## src/rtl/deser_pkg.sv

```systemverilog
package deser_pkg;
  localparam int unsigned LANES = 2;  // 1:2 tree front end
endpackage

```

## src/rtl/tree_split.sv

```systemverilog
module tree_split (
  input  logic clk_i,
  input  logic rst_ni,
  input  logic ser_i,
  output logic even_o,
  output logic odd_o
);
  logic even_q, odd_q;

  always_ff @(posedge clk_i or negedge rst_ni) begin
    if (!rst_ni) even_q <= 1'b0;
    else         even_q <= ser_i;
  end

  always_ff @(negedge clk_i or negedge rst_ni) begin
    if (!rst_ni) odd_q <= 1'b0;
    else         odd_q <= ser_i;
  end

  assign even_o = even_q;
  assign odd_o  = odd_q;
endmodule

```

## src/rtl/lane_shift.sv

```systemverilog
module lane_shift #(
  parameter int unsigned DEPTH = 5
) (
  input  logic             clk_i,
  input  logic             rst_ni,
  input  logic             bit_i,
  output logic [DEPTH-1:0] nxt_o
);
  // The tree flop feeding bit_i is the first stage; DEPTH-1 stages live here.
  logic [DEPTH-2:0] sr_q;

  assign nxt_o = {bit_i, sr_q};

  always_ff @(posedge clk_i or negedge rst_ni) begin
    if (!rst_ni) sr_q <= '0;
    else         sr_q <= nxt_o[DEPTH-1:1];
  end

  AST_LANE_ENTRY: assert property (@(posedge clk_i) disable iff (!rst_ni)
    sr_q[DEPTH-2] == $past(bit_i));

  if (DEPTH > 2) begin : g_deep
    AST_LANE_SHIFT: assert property (@(posedge clk_i) disable iff (!rst_ni)
      sr_q[DEPTH-3:0] == $past(sr_q[DEPTH-2:1]));
  end
endmodule

```

## src/rtl/div_pulse.sv

```systemverilog
module div_pulse #(
  parameter int unsigned DIV = 5
) (
  input  logic clk_i,
  input  logic rst_ni,
  output logic pulse_o
);
  localparam int unsigned CNT_W = (DIV > 1) ? $clog2(DIV) : 1;
  localparam logic [CNT_W-1:0] LAST = CNT_W'(DIV - 1);

  logic [CNT_W-1:0] cnt_q;

  always_ff @(posedge clk_i or negedge rst_ni) begin
    if (!rst_ni)           cnt_q <= '0;
    else if (cnt_q == LAST) cnt_q <= '0;
    else                   cnt_q <= cnt_q + 1'b1;
  end

  assign pulse_o = (cnt_q == LAST);

  AST_CNT_WRAP: assert property (@(posedge clk_i) disable iff (!rst_ni)
    pulse_o |=> (cnt_q == '0));
  AST_PULSE_GAP: assert property (@(posedge clk_i) disable iff (!rst_ni)
    pulse_o |=> !pulse_o);
endmodule

```

## src/rtl/deser_tree_shift.sv

```systemverilog
module deser_tree_shift
  import deser_pkg::*;
#(
  parameter int unsigned LANE_DEPTH = 5
) (
  input  logic                        clk_i,
  input  logic                        rst_ni,
  input  logic                        ser_i,
  output logic [LANES*LANE_DEPTH-1:0] word_o,
  output logic                        word_valid_o
);
  localparam int unsigned WORD_W = LANES * LANE_DEPTH;

  logic                  lane_in  [LANES];
  logic [LANE_DEPTH-1:0] lane_nxt [LANES];
  logic [WORD_W-1:0]     word_d, word_q;
  logic                  load, valid_q;

  tree_split u_tree (
    .clk_i  (clk_i),
    .rst_ni (rst_ni),
    .ser_i  (ser_i),
    .even_o (lane_in[0]),
    .odd_o  (lane_in[1])
  );

  for (genvar l = 0; l < LANES; l++) begin : g_lane
    lane_shift #(.DEPTH(LANE_DEPTH)) u_lane (
      .clk_i  (clk_i),
      .rst_ni (rst_ni),
      .bit_i  (lane_in[l]),
      .nxt_o  (lane_nxt[l])
    );
    for (genvar j = 0; j < LANE_DEPTH; j++) begin : g_pos
      assign word_d[j*LANES + l] = lane_nxt[l][j];
    end
  end

  div_pulse #(.DIV(LANE_DEPTH)) u_div (
    .clk_i   (clk_i),
    .rst_ni  (rst_ni),
    .pulse_o (load)
  );

  always_ff @(posedge clk_i or negedge rst_ni) begin
    if (!rst_ni) begin
      word_q  <= '0;
      valid_q <= 1'b0;
    end else begin
      valid_q <= load;
      if (load) word_q <= word_d;
    end
  end

  assign word_o       = word_q;
  assign word_valid_o = valid_q;

  AST_VALID_AFTER_LOAD: assert property (@(posedge clk_i) disable iff (!rst_ni)
    word_valid_o |-> $past(load));
  AST_VALID_SINGLE: assert property (@(posedge clk_i) disable iff (!rst_ni)
    word_valid_o |=> !word_valid_o);
  AST_WORD_HOLD: assert property (@(posedge clk_i) disable iff (!rst_ni)
    !load |=> $stable(word_q));
endmodule

```

## config.mk

```make
export PLATFORM = sky130hd
export DESIGN_NAME = deser_tree_shift
export DESIGN_NICKNAME = d
export VERILOG_FILES = /design/src/rtl/deser_pkg.sv /design/src/rtl/tree_split.sv /design/src/rtl/lane_shift.sv /design/src/rtl/div_pulse.sv /design/src/rtl/deser_tree_shift.sv
export SDC_FILE = /design/constraint.sdc
export NUM_CORES = 1
export LEC_CHECK = 0
export ABC_AREA = 1
export BUFFER_PORTS_ARGS = -buffer_cell sky130_fd_sc_hd__buf_2
export CAP_MARGIN = 10
export CORE_ASPECT_RATIO = 0.5
export CORE_MARGIN = 5
export CORE_UTILIZATION = 29
export DETAILED_ROUTE_END_ITERATION = 6
export PLACE_DENSITY = 0.58
export SETUP_SLACK_MARGIN = 0.15
export SYNTH_ARGS = -nofsm -noshare
export SYNTH_HDL_FRONTEND = slang
export SYNTH_SLANG_ARGS = --single-unit
```

## constraint.sdc

```tcl
create_clock -name clk_i -period 1.9 [get_ports clk_i]
set_input_delay 0.095 -clock clk_i [delete_from_list [all_inputs] [get_ports clk_i]]
set_output_delay 0.095 -clock clk_i [all_outputs]
set_load 0.02 [all_outputs]
```

* Word level (Yosys, flattened, before mapping)
Index checks and enable logic that the tools add are counted.
Word-level totals: word-level logic and storage cells 10, input port bits 3, bits in registers 24, output and inout port bits 11
Cells by class: multiplexer cells 1, eq/ne operators 1, $add $sub $neg 1
Operators by type and width (count):
- 3-bit by 1-bit adder with 3-bit output, second input constant | 1
- 3-bit equality test, second input constant | 1
- 3-bit 2-to-1 mux | 1

* Logic depth before layout (Yosys ltp)
depth after elaboration 2, mapped depth 6, gate-level depth less buffers 5

* Hierarchy
A second synthesis with hierarchy kept.
Second synthesis, totals: cell total of the unflattened synthesis 71, area total of the unflattened synthesis 812.0 µm²
By module, submodules not included:
- deser_tree_shift | area each 402.9 µm², times used 1, cells each 43, seq. area each 275.3 µm²
- lane_shift | area each 107.6 µm², times used 2, cells each 5, seq. area each 100.1 µm²
- div_pulse | area each 143.9 µm², times used 1, cells each 16, seq. area each 75.1 µm²
- tree_split | area each 50.0 µm², times used 1, cells each 2, seq. area each 50.0 µm²

==> flow_summary_export.csv <==
group,metric,value,unit
timing,setup-violations-final,0,
clock_tree,cts_buffer_depth,2,
power_and_ir_drop,seqPwrFrac,52.7,%
timing,whs,350,ps
setup_path,r2r_start,"u_tree.odd_o$_DFF_NN0_",
synth,avgSynthCellArea,11.6,µm²
clock_tree,cts_setup_buffers,0,
power_and_ir_drop,combPwrFrac,5.0,%
detailed_routing,drt-total-wl,1250,µm
synth,syn_inst,71,
clock_tree,post_cts_resized,0,
timing,worstMarginPinSlew,391,ps
setup_path,arrival,1800,ps
detailed_routing,via_per_inst,4.18,
global_route,track_usage,7.32,%
final_layout,drive_gt1_share,20.5,%
floorplanning,die_area,4060,µm²
place,place.gp.congestion,0.666,
timing,finalClockSkew,13.7,ps
final_layout,area_growth,22.4,%
global_route,grt_pass1_vias,503,
power_and_ir_drop,internal_power,832,µW
run,maxCapViolCount,0,
place,place_hpwl,856,µm
global_route,antenna_found_initial,0,
setup_path,critPathSlowestCell,"dfrtn_1",
floorplanning,ios,14,
final_layout,num_antenna_cells,0,
clock_tree,cts_sinks,24,
power_and_ir_drop,ir_worst_vdd,261,µV
floorplanning,fp.dieH,47.6,µm
clock_tree,cts_buffers,3,
setup_path,crit_family,"flip-flops",
power_and_ir_drop,netSwitchingFraction,19.0,%
clock_tree,postCtsHoldBufs,2,
power_and_ir_drop,power_density,1020,nW/µm²
synth,synth_seq_cells,24,
final_layout,fin_nets,94,
clock_tree,cts_max_level,1,
clock_tree,cts_tree,"done",
setup_path,path_cells,"nand3_1, nand2_1",
setup_path,cp.buffers_inverters,0,
floorplanning,start_util,31.0,%
timing,timing.setup.tns,0,ps
synth,synth_area,822,µm²
floorplanning,rows,13,
setup_path,worstSetupStartpoint,"u_tree.odd_o$_DFF_NN0_",
detailed_routing,antenna_left,0,
synth,syn_nets,76,
timing,rsz0062_at_grt,"false",
timing,slew_headroom,73.9,%
power_and_ir_drop,leakagePower,0.000521,µW
place,portBuffers,13,
global_route,grt_max_degree,24,
detailed_routing,avgRoutedWirePerCell,10.0,µm
clock_tree,clkLatencyLatePin,280,ps
global_route,grt.overflow.total,0,
clock_tree,root_buffer,"clkbuf_8",
detailed_routing,first_iter_violations,25,
power_and_ir_drop,power,1030,µW
power_and_ir_drop,power_frac_clock,42.2,%
detailed_routing,drc,0,
detailed_routing,vias,522,
synth,ys_warn_count,0,
setup_path,cp-start-kind,"register",
clock_tree,clk_transition_reported_paths,80,ps
setup_path,required,2110,ps
setup_path,worstPathMaxFanout,2,
timing,hold_viol_final,0,
setup_path,path_class,"register to register",
floorplanning,die_x,85.3,µm
detailed_routing,first_pass_iters,4,
synth,yosysUniqueCellTypes,9,
synth,synth_seq_area_share,73.1,%
final_layout,fillerInstances,262,
floorplanning,core,2650,µm²
setup_path,critPathCaptureType,"register",
setup_path,cp_slowest_stage_delay,410,ps
power_and_ir_drop,p_switching,196,µW
status,status,"finished, final reports clean",
hold_path,hp-class,"input pin to asynchronous set/reset pin",
timing,drv_slew,0,
global_route,grt_pass1_wl,2190,µm
==> state kept, by name (all words and copies together) (netlist names) <==
register,cells
g_lane.u_lane.sr_q,8
word_o,10
word_valid_o,1
u_tree.odd_o,1
u_tree.even_o,1
u_div.cnt_q,3
==> cells in the final DEF (no fill, tap or decap) <==
master,count
buf_2,13
buf_4,1
bufinv_16,1
clkbuf_8,3
dfrtn_1,1
dfrtp_1,23
dlygate4sd3_1,2
ha_1,2
inv_1,5
nand2_1,24
nand3_1,10
nor2_1,3
==> tightest hold or removal path, delay by kind of cell <==
family	cells	cell delay, ps
buffers and inverters	3	910
==> worst paths after layout <==
check                                                      to  cells after the start  slack (ps)
setup / recovery                        word_o[9]$_DFFE_PN0N_                      2         300
hold / removal                       u_div.cnt_q[0]$_DFF_PN0_                      3         350
setup reg to reg                        word_o[9]$_DFFE_PN0N_                      2         300
hold reg to reg            g_lane[1].u_lane.sr_q[2]$_DFF_PN0_                      0         380
max in group asynchronous              u_tree.odd_o$_DFF_NN0_                      2         810
min in group clk_i         g_lane[1].u_lane.sr_q[2]$_DFF_PN0_                      0         380
==> power by group through the flow <==
| stage | logic [µW] | registers (µW) | clock network (µW) |
|---|---|---|---|
| floorplan | 9.37 | 565 | 0 |
| global placement | 50.7 | 552 | 0 |
| detailed placement | 50.8 | 552 | 0 |
| CTS | 54.0 | 542 | 446 |
| global route | 58.2 | 545 | 466 |
| finish | 51.7 | 542 | 434 |
==> cell usage after synthesis <==
| library cell | n | area (µm²) |
|---|---|---|
| buf_4 | 2 | 15.0 |
| dfrtn_1 | 1 | 25.0 |
| inv_1 | 5 | 18.8 |
| nand3_1 | 10 | 50.1 |
| dfrtp_1 | 23 | 576 |
| ha_1 | 2 | 25.0 |
| nand2_1 | 24 | 90.1 |
| nor2_1 | 3 | 11.3 |
| buf_6 | 1 | 11.3 |
==> metal layers <==
| metal | track usage (%) | wire (µm) | up-vias |
|---|---|---|---|
| met4 | 3.79 | 8 | 0 |
| met1 | 7.40 | 547 | 254 |
| met5 | 0 | 0 | - |
| met2 | 13.1 | 616 | 12 |
| li1 | - | - | 253 |
| met3 | 3.78 | 77 | 3 |
==> final cells by class <==
| type | instances | area (µm²) | share of cell area, % |
|---|---|---|---|
| inverter | 5 | 18.8 | 1.87 |
| clock inverter | 1 | 30.0 | 2.99 |
| clock buffer | 3 | 41.3 | 4.10 |
| multi-input combinational | 39 | 176 | 17.5 |
| timing repair buffer | 16 | 92.6 | 9.20 |
| tap | 37 | 46.3 | 4.60 |
| sequential | 24 | 601 | 59.7 |
==> logic make-up after synthesis <==
kind of cell	count (synthesis)	synth area share, %
AND/OR/NAND/NOR	37	18.4
flip-flops	24	73.1
buffers and inverters	8	5.48
adder cells (fa/ha/maj)	2	3.04
==> metrics by stage <==
stage / utilization (%) / setup WS (ps) / cell area (µm²) / cells
after global routing: 37.9 / 174 / 1010 / 125
after CTS: 37.9 / 299 / 1010 / 125
after global placement: 34.5 / 322 / 915 / 119
after floorplan: - / 384 / 822 / 71
final: 37.9 / 304 / 1010 / 125
after detailed placement: 34.5 / 320 / 915 / 119
(Power assumes the default switching activity.)
